--- config.mk ---
export PLATFORM = sky130hd
export DESIGN_NAME = gpio_edge_port
export DESIGN_NICKNAME = d
export VERILOG_FILES = /design/src/rtl/gpio_edge_pkg.sv /design/src/rtl/gpio_pad_sync.sv /design/src/rtl/gpio_trig_detect.sv /design/src/rtl/gpio_edge_port.sv
export SDC_FILE = /design/constraint.sdc
export NUM_CORES = 1
export LEC_CHECK = 0
export CAP_MARGIN = 10
export CORE_MARGIN = 10
export CORE_UTILIZATION = 55
export DETAILED_ROUTE_END_ITERATION = 6
export DONT_BUFFER_PORTS = 1
export MAX_ROUTING_LAYER = met4
export PLACE_DENSITY = 0.67
export SLEW_MARGIN = 20
export SYNTH_ARGS = -nofsm -noshare
export SYNTH_HDL_FRONTEND = slang
export SYNTH_SLANG_ARGS = --single-unit
--- constraint.sdc ---
create_clock -name clk -period 1.8 [get_ports clk]
set_input_delay 0.27 -clock clk [delete_from_list [all_inputs] [get_ports clk]]
set_output_delay 0.27 -clock clk [all_outputs]
set_load 0.02 [all_outputs]
--- src/rtl/gpio_edge_pkg.sv ---
package gpio_edge_pkg;
  localparam int NUM_REGS = 8;
  localparam int ADDR_W   = $clog2(NUM_REGS * 4);

  typedef enum logic [2:0] {
    RG_DATA = 3'd0,
    RG_DIR  = 3'd1,
    RG_PAD  = 3'd2,
    RG_TRGL = 3'd3,
    RG_TRGH = 3'd4,
    RG_MASK = 3'd5,
    RG_STAT = 3'd6,
    RG_BOTH = 3'd7
  } reg_sel_e;

  typedef enum logic [1:0] {
    TRG_LOW  = 2'd0,
    TRG_HIGH = 2'd1,
    TRG_RISE = 2'd2,
    TRG_FALL = 2'd3
  } trig_e;
endpackage

--- src/rtl/gpio_pad_sync.sv ---
module gpio_pad_sync #(
  parameter int W = 32
) (
  input  logic         clk,
  input  logic         rst,
  input  logic [W-1:0] pad,
  output logic [W-1:0] cur,
  output logic [W-1:0] prev
);
  logic [W-1:0] meta_q, cur_q, prev_q;

  always_ff @(posedge clk) begin
    if (rst) begin
      meta_q <= '0;
      cur_q  <= '0;
      prev_q <= '0;
    end else begin
      meta_q <= pad;
      cur_q  <= meta_q;
      prev_q <= cur_q;
    end
  end

  assign cur  = cur_q;
  assign prev = prev_q;
endmodule

--- src/rtl/gpio_trig_detect.sv ---
module gpio_trig_detect
  import gpio_edge_pkg::*;
#(
  parameter int NPIN = 32
) (
  input  logic [NPIN-1:0] cur,
  input  logic [NPIN-1:0] prev,
  input  logic [NPIN-1:0] trg_lo,
  input  logic [NPIN-1:0] trg_hi,
  input  logic [NPIN-1:0] both,
  output logic [NPIN-1:0] evt
);
  localparam int HALF = NPIN / 2;

  for (genvar p = 0; p < NPIN; p++) begin : g_pin
    logic [1:0] code;
    if (p < HALF) begin : g_lo
      assign code = trg_lo[2*p +: 2];
    end else begin : g_hi
      assign code = trg_hi[2*(p-HALF) +: 2];
    end

    always_comb begin
      if (both[p]) begin
        evt[p] = cur[p] ^ prev[p];
      end else begin
        unique case (trig_e'(code))
          TRG_LOW:  evt[p] = ~cur[p];
          TRG_HIGH: evt[p] = cur[p];
          TRG_RISE: evt[p] = cur[p] & ~prev[p];
          TRG_FALL: evt[p] = ~cur[p] & prev[p];
          default:  evt[p] = 1'b0;
        endcase
      end
    end
  end
endmodule

--- src/rtl/gpio_edge_port.sv ---
module gpio_edge_port
  import gpio_edge_pkg::*;
#(
  parameter int DW = 32
) (
  input  logic                             clk,
  input  logic                             rst,
  input  logic                             bus_wr,
  input  logic [gpio_edge_pkg::ADDR_W-1:0] bus_addr,
  input  logic [DW-1:0]                    bus_wdata,
  output logic [DW-1:0]                    bus_rdata,
  input  logic [DW-1:0]                    pad_in,
  output logic [DW-1:0]                    pad_out,
  output logic [DW-1:0]                    pad_oe,
  output logic                             irq_lo,
  output logic                             irq_hi
);
  localparam int HALF = DW / 2;

  logic [DW-1:0] data_q, dir_q, trgl_q, trgh_q, mask_q, stat_q, both_q;
  logic [DW-1:0] rdata_q;
  logic          irq_lo_q, irq_hi_q;
  logic [DW-1:0] pad_s, pad_p, evt, stat_clr, rd_mux;
  logic          aligned, wr_en;
  reg_sel_e      sel;

  gpio_pad_sync #(.W(DW)) i_sync (
    .clk  (clk),
    .rst  (rst),
    .pad  (pad_in),
    .cur  (pad_s),
    .prev (pad_p)
  );

  gpio_trig_detect #(.NPIN(DW)) i_detect (
    .cur    (pad_s),
    .prev   (pad_p),
    .trg_lo (trgl_q),
    .trg_hi (trgh_q),
    .both   (both_q),
    .evt    (evt)
  );

  assign aligned  = (bus_addr[1:0] == 2'b00);
  assign sel      = reg_sel_e'(bus_addr[ADDR_W-1:2]);
  assign wr_en    = bus_wr & aligned;
  assign stat_clr = (wr_en && sel == RG_STAT) ? bus_wdata : '0;

  always_comb begin
    unique case (sel)
      RG_DATA: rd_mux = (data_q & dir_q) | (pad_s & ~dir_q);
      RG_DIR:  rd_mux = dir_q;
      RG_PAD:  rd_mux = pad_s;
      RG_TRGL: rd_mux = trgl_q;
      RG_TRGH: rd_mux = trgh_q;
      RG_MASK: rd_mux = mask_q;
      RG_STAT: rd_mux = stat_q;
      RG_BOTH: rd_mux = both_q;
      default: rd_mux = '0;
    endcase
    if (!aligned) rd_mux = '0;
  end

  always_ff @(posedge clk) begin
    if (rst) begin
      data_q   <= '0;
      dir_q    <= '0;
      trgl_q   <= '0;
      trgh_q   <= '0;
      mask_q   <= '0;
      both_q   <= '0;
      stat_q   <= '0;
      rdata_q  <= '0;
      irq_lo_q <= 1'b0;
      irq_hi_q <= 1'b0;
    end else begin
      if (wr_en) begin
        unique case (sel)
          RG_DATA: data_q <= bus_wdata;
          RG_DIR:  dir_q  <= bus_wdata;
          RG_TRGL: trgl_q <= bus_wdata;
          RG_TRGH: trgh_q <= bus_wdata;
          RG_MASK: mask_q <= bus_wdata;
          RG_BOTH: both_q <= bus_wdata;
          default: ;
        endcase
      end
      stat_q   <= (stat_q & ~stat_clr) | evt;
      irq_lo_q <= |(stat_q[HALF-1:0] & mask_q[HALF-1:0]);
      irq_hi_q <= |(stat_q[DW-1:HALF] & mask_q[DW-1:HALF]);
      rdata_q  <= rd_mux;
    end
  end

  assign bus_rdata = rdata_q;
  assign pad_out   = data_q;
  assign pad_oe    = dir_q;
  assign irq_lo    = irq_lo_q;
  assign irq_hi    = irq_hi_q;


  irq_lo_mask_chk: assert property (@(posedge clk) disable iff (rst)
    irq_lo |-> $past(|mask_q[HALF-1:0]));


  irq_hi_mask_chk: assert property (@(posedge clk) disable iff (rst)
    irq_hi |-> $past(|mask_q[DW-1:HALF]));


  stat_clear_chk: assert property (@(posedge clk) disable iff (rst)
    (|stat_clr) |=> ((stat_q & $past(stat_clr & ~evt)) == '0));


  stat_set_chk: assert property (@(posedge clk) disable iff (rst)
    (|evt) |=> ((stat_q & $past(evt)) == $past(evt)));


  stat_hold_chk: assert property (@(posedge clk) disable iff (rst)
    (!(|evt) && !(|stat_clr)) |=> $stable(stat_q));
endmodule

==> results_dict.tcl, run 1 <==
set metrics [dict create \
    synth_edf_count 0 \
    synth_top_area_cell "dfxtp_1" \
    via_count 14900 \
    nNetsFinal 2237 \
    nFillCells 2213 \
    slowest_stage "dlygate4sd3_1" \
    synth_cells 1862 \
    slew_headroom 0.416 \
    antenna_found_initial 0 \
    synth.distinct_cells 39 \
    fin_crit_sh 0.966 \
    drt_iter0_markers 1374 \
    grt_max_degree 244 \
    setup_tns_ns 0 \
    die_x_um 190 \
    postCtsSetupBuffers 0 \
    critPathRequiredTime_ns 2.20 \
    final_util 0.706 \
    cts.sinks 354 \
    syn_avg_cell_area_um2 8.54 \
    leakage_nw 7.89 \
    outcome "finished, final reports clean" \
    clk_pin_slew_worst_paths_ns 0.06 \
    power_density_mw_per_mm2 835 \
    drive_gt1_frac 0.0578 \
    seq_area_frac_synth 0.446 \
    core-area_mm2 0.0286 \
    synth_ff_type "dfxtp_1" \
    fp.dieH_um 190 \
    critPathArrivalTime_ns 2.14 \
    ir_worst_vdd_mv 0.765 \
    synth_seq_cells 354 \
    grt.total_usage 0.305 \
    min_path_type "input pin to flop" \
    rows 62 \
    startpoint "trgh_q[9]" \
    cts_tree "done" \
    syn-num-nets 1998 \
    start_kind "flop" \
    hold_path.startpoint "bus_addr[3]" \
    min_period_ns 1.74 \
    cp_slowest_stage_delay_ns 0.57 \
    via_per_inst 5.95 \
    async_reset_ff_frac 0 \
    setup_viol 0 \
    port_buffers 0 \
    ys_warn_count 0 \
    path_cells "nor2_1 > a211oi_1 > a211o_1 > a21oi_1 > dlygate4sd3_1" \
    path_class "flop to flop" \
    io_pins 170 \
    synth_top_area_frac 0.446 \
    fin_skew_ns 0.0189 \
    cts_root_buf "clkbuf_16" \
    ys_top_cells_by_area "dfxtp_1 45%, mux2i_1 9.9%, nand2_1 9.2%, a21oi_1 7.9%, ha_1 5.0%" \
    r2r_start "trgh_q[9]" \
    route.detailed.drc 0 \
    die_area_mm2 0.0361 \
    grt_pass1_wl_mm 84.9 \
    gp_congestion 0.914 \
    dp_hpwl_mm 32.8 \
    ant_nets 0 \
    clk_path_buf_depth 3 \
    synthTopCellsByCount "389 x nand2_1, 354 x dfxtp_1, 251 x a21oi_1" \
    cts_buffers 38 \
    wire_per_inst_um 21.8 \
    worstPathMaxFanout 5 \
    cp-end-kind "flop" \
    initial_core_util 0.555 \
    dr.pass1.iters 6 \
    syn-cell-area_mm2 0.0159 \
    worst_slew_pin_slew_ns 0.873 \
    wl_mm 54.7 \
    cap_violations 0 \
    hold_viol 0 \
    cp_top_family "buffers and inverters" \
    grt_overflow 0 \
    grt_pass1_vias 14700 \
    syn_to_final_growth_pct 27.2 \
    rsz0062_at_grt "no" \
    path_buf_inv 1 \
    clk-insertion-delay-late_ns 0.53 \
    clock.fmax_mhz 575 \
    slew_viol_final 0 \
    htreeDepth 2 \
    yosysMostFrequentCell "nand2_1" \
    antennaDiodeCount 0 \
]
worst min-delay path: cells and delay by family:
kind,cells,cell delay [ns]
and+or+nand+nor,1,0.10
AOI/OAI and AO/OA,2,0.12
per-layer routing:
layer	vias to the layer above	wire (um)	GRT usage	part of all wire
met5	-	0	-	0
met4	0	2700	0.151	0.049
met3	173	5060	0.0569	0.093
met2	777	25800	0.490	0.47
met1	7148	21100	0.362	0.39
li1	6845	-	-	-
timing repair:
action / 4_1_cts / 5_1_grt
hold buffers: 280 / 0
gates resized for setup: 0 / 16
hold endpoints to repair: 330 / 0
setup endpoints to repair: 0 / 14
where the power goes:
part | internal, mW | switching [mW]
clock | 4.42 | 3.19
combinational | 0.537 | 0.501
sequential | 8.02 | 0.221
total | 13.0 | 3.91
through the flow:
step / hold WS (ns) / std cells / power (mW) / area (um^2) / setup slack [ns]
floorplan: 0.398 / 1862 / 9.05 / 15900 / 0.413
detailed placement: 0.370 / 2165 / 9.12 / 16200 / 0.159
global route: 0.0142 / 2513 / 17.4 / 20200 / 0.00375
CTS: 0.00344 / 2513 / 16.9 / 20200 / 0.0204
global placement: 0.371 / 2165 / 9.09 / 16200 / 0.151
finish: 0.0155 / 2513 / 16.9 / 20200 / 0.0609
layout by cell type, fill, tap and decap left out, drive strengths merged:
master	n
nand2	390
dfxtp	354
dlygate4sd3	279
a21oi	251
mux2i	158
inv	97
nor2b	97
nor2	96
ha	64
a211oi	61
clkbuf	61
buf	40
a221oi	38
nand3	35
o22ai	32
a211o	30
clkinv	7
a22o	6
nand2b	5
a31oi	4
a22oi	4
nor3	3
and3	3
mux2	2
o31ai	2
or3b	1
nor4b	1
and4bb	1
and2	1
xnor2	1
o2111a	1
nand3b	1
or3	1
xor2	1
o21ai	1
final timing paths:
kind / to / slack [ns] / cells past startpoint
setup reg to reg: stat_q[20] / 0.06 / 5
hold / removal: bus_rdata[0] / 0.02 / 3
setup / recovery: stat_q[20] / 0.06 / 5
hold reg to reg: i_sync.cur[8] / 0.44 / 1
logic make-up (layout without fill, tap and decap cells):
| group | Yosys count | count (layout) | share of synthesized area |
|---|---|---|---|
| adders and majority gates | 64 | 64 | 0.0504 |
| DFF | 354 | 354 | 0.446 |
| AOI/OAI and AO/OA | 430 | 430 | 0.167 |
| and+or+nand+nor | 635 | 635 | 0.174 |
| xor gates and xnor gates | 2 | 2 | 0.00110 |
| muxes | 160 | 160 | 0.101 |
| buffers and inverters | 217 | 484 | 0.0613 |
registers in the layout (all words and copies together), names as in the netlist:
register,cells
both_q,32
bus_rdata,32
i_sync.cur,32
i_sync.meta_q,32
i_sync.prev,32
irq_hi,1
irq_lo,1
mask_q,32
pad_oe,32
pad_out,32
stat_q,32
trgh_q,32
trgl_q,32
area by class of cell:
class,count,area [um^2],area share
clock inverters,7,38.8,0.00192
clock buffers,61,1160,0.0574
multi-input cells,1291,7860,0.389
flip-flops and latches,354,7100,0.351
repair buffers,319,3210,0.159
well taps,384,480,0.0238
inverters,97,364,0.0180
(Power assumes the default switching activity.)
==> run 2, diff against run 1 <==
--- a/config.mk
+++ b/config.mk
@@ -7,11 +7,12 @@
 export LEC_CHECK = 0
 export CAP_MARGIN = 10
 export CORE_MARGIN = 10
-export CORE_UTILIZATION = 55
+export CORE_UTILIZATION = 40
+export CTS_CLUSTER_DIAMETER = 200
 export DETAILED_ROUTE_END_ITERATION = 6
 export DONT_BUFFER_PORTS = 1
 export MAX_ROUTING_LAYER = met4
-export PLACE_DENSITY = 0.67
+export PLACE_DENSITY = 0.51
 export SLEW_MARGIN = 20
 export SYNTH_ARGS = -nofsm -noshare
 export SYNTH_HDL_FRONTEND = slang
==> constraint.sdc (replaced) <==
create_clock -name clk -period 1.9 [get_ports clk]
set_input_delay 0.285 -clock clk [delete_from_list [all_inputs] [get_ports clk]]
set_output_delay 0.285 -clock clk [all_outputs]
set_load 0.02 [all_outputs]
==> run 2 against run 1 <==
  * Clock power increased by 2.9%
  * Critical endpoint is now stat_q[12]
  * Highest routed layer unchanged
  * Cell count rose by 5.7%
  * The flow now finishes with violations (negative hold slack)
  * Design area up 1.3%
==> results_dict.tcl, run 2 (synthesized netlist as in run 1, its figures left out) <==
set metrics [dict create \
    outcome "complete, but fails checks" \
    violations "negative hold slack" \
    cts_tree "done" \
    min_period_ns 1.78 \
    cts.sinks 354 \
    via_count 14500 \
    final_cells 2657 \
    combPwrFrac 0.062 \
    antenna_found_initial 2 \
    path_cells "ha_1 > a211oi_1 > a211o_1 > a21oi_1 > dlygate4sd3_1" \
    setup_viol 0 \
    drive_gt1_frac 0.0580 \
    multi_input_area_mm2 0.00786 \
    fin_crit_sh 0.938 \
    cap_violations 0 \
    postCtsSetupBuffers 0 \
    ant_nets 0 \
    leakage_nw 7.93 \
    cp-end-kind "flop" \
    port_buffers 0 \
    clock_power_share 0.469 \
    via_per_inst 5.44 \
    rows 72 \
    slowest_stage "dlygate4sd3_1" \
    critPathArrivalTime_ns 2.30 \
    fp.dieH_um 219 \
    grt_pass1_wl_mm 89.0 \
    setup_tns_ns 0 \
    drt_iter0_markers 1125 \
    io_pins 170 \
    layout_common_cells "389 x nand2_1, 351 x dfxtp_1, 283 x dlygate4sd3_1" \
    ir_worst_vdd_mv 0.591 \
    clk_pin_slew_worst_paths_ns 0.06 \
    final_util 0.525 \
    worst_slew_pin_slew_ns 1.17 \
    path_class "flop to flop" \
    dp_hpwl_mm 36.2 \
    grt_max_degree 236 \
    start_kind "flop" \
    initial_core_util 0.407 \
    cts_root_buf "clkbuf_16" \
    fin_skew_ns 0.0329 \
    slew_viol_final 0 \
    grt_overflow 0 \
    critPathRequiredTime_ns 2.42 \
    r2r_end "stat_q[12]" \
    die_x_um 219 \
    wl_mm 58.1 \
    dr.pass1.iters 5 \
    cts_buffers 40 \
    cp_slowest_stage_delay_ns 0.56 \
    power_density_mw_per_mm2 814 \
    worstPathMaxFanout 6 \
    clock.fmax_mhz 561 \
    p_sw_mw 3.97 \
    final-seq-area_mm2 0.00709 \
    hold_path_end "bus_rdata[1]" \
    whs_ns -0.00320 \
    hold_viol 1 \
    core-area_mm2 0.0390 \
    p_sw_frac 0.238 \
    clk-insertion-delay-late_ns 0.58 \
    rsz0062_at_grt "no" \
    p_int_mw 12.7 \
    timing.reg2reg.setup_slack_ns 0.12 \
    htreeDepth 2 \
    nNetsFinal 2243 \
    r2r_cells 5 \
    grt.total_usage 0.246 \
    nFillCells 3660 \
    clk_path_buf_depth 3 \
    gp_congestion 0.850 \
    hold_path.startpoint "bus_addr[2]" \
    hold_depth 3 \
    route.detailed.drc 0 \
    seqPwrFrac 0.468 \
    grt_pass1_vias 14500 \
    min_path_type "input pin to flop" \
    die_area_mm2 0.0481 \
    mostFrequentLayoutCell "nand2_1" \
    syn_to_final_growth_pct 28.9 \
    slew_headroom 0.221 \
    r2r_start "i_sync.cur[12]" \
    wire_per_inst_um 21.8 \
    place_inst 2299 \
]
-- run 2: changes by cell type in the layout (fill, tap and decap cells not counted), moves of 2 or more --
cell / previous run / this run
clkbuf_8: 6 / 9
diode_2: 0 / 2
clkbuf_1: 14 / 5
inv_6: 0 / 3
dfxtp_2: 14 / 3
buf_12: 8 / 4
buf_4: 31 / 35
bufinv_16: 0 / 2
clkinv_2: 6 / 11
dlygate4sd3_1: 279 / 283
dfxtp_1: 340 / 351
-- run 2: layout make-up --
class	count	area share
Antenna cell	2	0.000244
Clock buffer	55	0.0571
Clock inverter	17	0.00727
Inverter	97	0.0178
Multi-Input combinational cell	1291	0.383
Sequential cell	354	0.346
Tap cell	518	0.0316
Timing Repair Buffer	323	0.156
-- run 2: worst max path at each step --
stage | start | end | slack, ns
2_1_floorplan | bus_addr[0] | stat_q[10] | 0.50
3_3_place_gp | bus_addr[4] | bus_rdata[11] | 0.27
3_5_place_dp | bus_addr[0] | mask_q[24] | 0.27
4_1_cts | i_sync.cur[15] | stat_q[15] | 0.05
5_1_grt | i_sync.cur[26] | stat_q[26] | 0.02
6_report | i_sync.cur[12] | stat_q[12] | 0.12
-- run 2: routing by layer --
metal / track usage / routed length [um] / vias up
met5: - / 0 / -
met4: 0.0846 / 1620 / 0
met3: 0.0392 / 3750 / 88
met2: 0.406 / 28200 / 440
met1: 0.300 / 24500 / 7083
li1: - / - / 6847
-- run 2: stage by stage --
stage                     power (mW)  setup WS [ns]  hold WS (ns)  instance area (um^2)
after detailed placement        8.66          0.267         0.384                 16300
after global placement          8.64          0.265         0.390                 16300
after global routing            17.2         0.0210        0.0261                 20500
final                           16.7          0.118      -0.00320                 20500
after CTS                       16.8         0.0549      0.000133                 20500
after floorplan                 8.57          0.498         0.413                 15900
-- run 2: power by group through the flow --
| stage | clock network [mW] | logic [mW] | registers, mW |
|---|---|---|---|
| after CTS | 7.96 | 1.03 | 7.81 |
| after global routing | 8.27 | 1.14 | 7.83 |
| after floorplan | 0 | 0.687 | 7.88 |
| after detailed placement | 0 | 0.681 | 7.98 |
| after global placement | 0 | 0.666 | 7.97 |
| final | 7.83 | 1.04 | 7.81 |
-- run 2: what timing repair did --
| item | CTS | global route |
|---|---|---|
| endpoints found under the setup margin | 0 | 3 |
| hold buffers | 284 | 0 |
| gates resized for setup | 0 | 3 |
| endpoints found under the hold margin | 338 | 0 |
-- run 2: worst max-delay path: cells and delay by family, from the launching register on --
kind            cells  cell delay, ns
buf+inv             1            0.56
compound gates      3            0.49
flops               1            0.48
fa+ha+maj           1            0.21
==> run 3, diff against run 2 <==
--- a/config.mk
+++ b/config.mk
@@ -6,6 +6,7 @@
 export NUM_CORES = 1
 export LEC_CHECK = 0
 export CAP_MARGIN = 10
+export CORE_ASPECT_RATIO = 0.6
 export CORE_MARGIN = 10
 export CORE_UTILIZATION = 40
 export CTS_CLUSTER_DIAMETER = 200
@@ -13,6 +14,7 @@
 export DONT_BUFFER_PORTS = 1
 export MAX_ROUTING_LAYER = met4
 export PLACE_DENSITY = 0.51
+export REMOVE_ABC_BUFFERS = 1
 export SLEW_MARGIN = 20
 export SYNTH_ARGS = -nofsm -noshare
 export SYNTH_HDL_FRONTEND = slang
==> run 3 against run 2 <==
  * Largest cell class unchanged
  * Core utilization increased by 0.25 points
  * Clock skew decreased by 0.016 ns
  * Worst setup slack got worse by 0.055 ns
  * Total power decreased by 2.5%
  * The run now ends clean
  * Fmax decreased by 3.0%
==> results_dict.tcl, run 3 (synthesized netlist as in run 1, its figures left out) <==
set metrics [dict create \
    r2r_start "i_sync.cur[22]" \
    timing.reg2reg.setup_slack_ns 0.15 \
    r2r_cells 6 \
    worstPathMaxFanout 15 \
    antennaDiodeCount 0 \
    min_path_type "input pin to flop" \
    fp.dieH_um 174 \
    r2r_end "stat_q[22]" \
    rows 56 \
    grt_pass1_wl_mm 89.8 \
    startpoint "bus_addr[0]" \
    route.detailed.drc 0 \
    via_per_inst 5.45 \
    cts_root_buf "clkbuf_16" \
    slowest_stage "and4bb_1" \
    antenna_found_initial 1 \
    initial_core_util 0.406 \
    wl_mm 58.8 \
    clk_path_buf_depth 3 \
    layout_common_cells "389 x nand2_1, 354 x dfxtp_1, 301 x dlygate4sd3_1" \
    pre_cts_ws_ns 0.127 \
    grt_overflow 0 \
    cts_tree "done" \
    setup_ws_ns 0.0623 \
    place_inst 2308 \
    worst_slew_pin_slew_ns 0.641 \
    mostFrequentLayoutCell "nand2_1" \
    dr.pass1.iters 5 \
    path_cells "and4bb_1 > nor2b_2 > buf_12 > nand2_1 > a21oi_1 > dlygate4sd3_1" \
    io_pins 170 \
    cts_buffers 37 \
    min_period_ns 1.84 \
    path_class "input pin to flop" \
    cts.sinks 354 \
    via_count 14600 \
    drt_iter0_markers 1361 \
    clk-insertion-delay-late_ns 0.54 \
    dp_hpwl_mm 34.7 \
    critPathRequiredTime_ns 2.38 \
    cp_slowest_stage_delay_ns 0.62 \
    grt.total_usage 0.241 \
    fin_skew_ns 0.0173 \
    core-area_mm2 0.0392 \
    leakage_nw 8.02 \
    htreeDepth 2 \
    cp-end-kind "flop" \
    critPathArrivalTime_ns 2.32 \
    syn_to_final_growth_pct 30.0 \
    setup_viol 0 \
    hold_viol 0 \
    grt_pass1_vias 14700 \
    slew_viol_final 0 \
    rsz0062_at_grt "no" \
    drive_gt1_frac 0.0539 \
    power_density_mw_per_mm2 787 \
    clk_pin_slew_worst_paths_ns 0.06 \
    cap_violations 0 \
    ir_worst_vdd_mv 0.455 \
    die_x_um 277 \
    ant_nets 0 \
    start_kind "input pin" \
    port_buffers 0 \
    gp_congestion 0.828 \
    outcome "finished, final reports clean" \
    nNetsFinal 2264 \
    slew_headroom 0.571 \
    p_total_mw 16.3 \
    wire_per_inst_um 22.0 \
    clock.fmax_mhz 544 \
    die_area_mm2 0.0484 \
    cp-endpoint "mask_q[0]" \
    postCtsSetupBuffers 0 \
    grt_max_degree 240 \
    final_cells 2676 \
    ctsResizeCount 0 \
    fin_crit_sh 0.967 \
]
==> run 3: cell type report <==
type,instances,area (um^2)
Clock inverter,11,111
Fill cell,3628,18500
Multi-Input combinational cell,1291,7860
Inverter,97,364
Timing Repair Buffer,347,3500
Sequential cell,354,7090
Tap cell,522,653
Clock buffer,54,1090
==> run 3: per-layer routing <==
metal	track usage	routed length [um]	up-vias
met5	-	0	-
met4	0.0567	1240	0
met3	0.0503	4900	87
met2	0.373	26300	516
met1	0.317	26400	7097
li1	-	-	6891
==> run 3: metrics by stage <==
step	hold slack [ns]	cell area [um^2]	setup TNS, ns	util
floorplan	0.352	15300	-86.85	-
detailed placement	0.401	16400	0	0.419
CTS	0.000995	20700	0	0.528
finish	0.0155	20700	0	0.528
global placement	0.402	16400	0	0.419
global route	0.0164	20700	0	0.528
==> run 3: worst max-delay path, delay by kind of cell <==
| kind | cells | cell delay (ns) |
|---|---|---|
| compound gates | 1 | 0.16 |
| buf+inv | 2 | 0.79 |
| simple gates | 3 | 1.06 |
==> run 3: what timing repair did <==
| action | CTS | global route |
|---|---|---|
| hold buffers | 303 | 0 |
| hold endpoints to repair | 344 | 0 |
| setup endpoints to repair | 0 | 0 |
==> run 3: worst min-delay path by stage <==
| stage | start | endpoint | slack (ns) | cells after the start |
|---|---|---|---|---|
| floorplan | rst | i_sync.prev[0] | 0.35 | 1 |
| global placement | rst | i_sync.meta_q[0] | 0.40 | 1 |
| detailed placement | rst | i_sync.meta_q[0] | 0.40 | 1 |
| CTS | bus_addr[3] | bus_rdata[29] | 0.001 | 3 |
| global route | bus_wdata[2] | stat_q[2] | 0.02 | 3 |
| finish | bus_wdata[26] | stat_q[26] | 0.02 | 3 |
==> run 3: power by group <==
part / leakage [nW] / internal [mW] / switching, mW / total, mW
Sequential: 2.88 / 7.60 / 0.199 / 7.79
Combinational: 4.54 / 0.536 / 0.541 / 1.08
Clock: 0.595 / 4.27 / 3.13 / 7.40
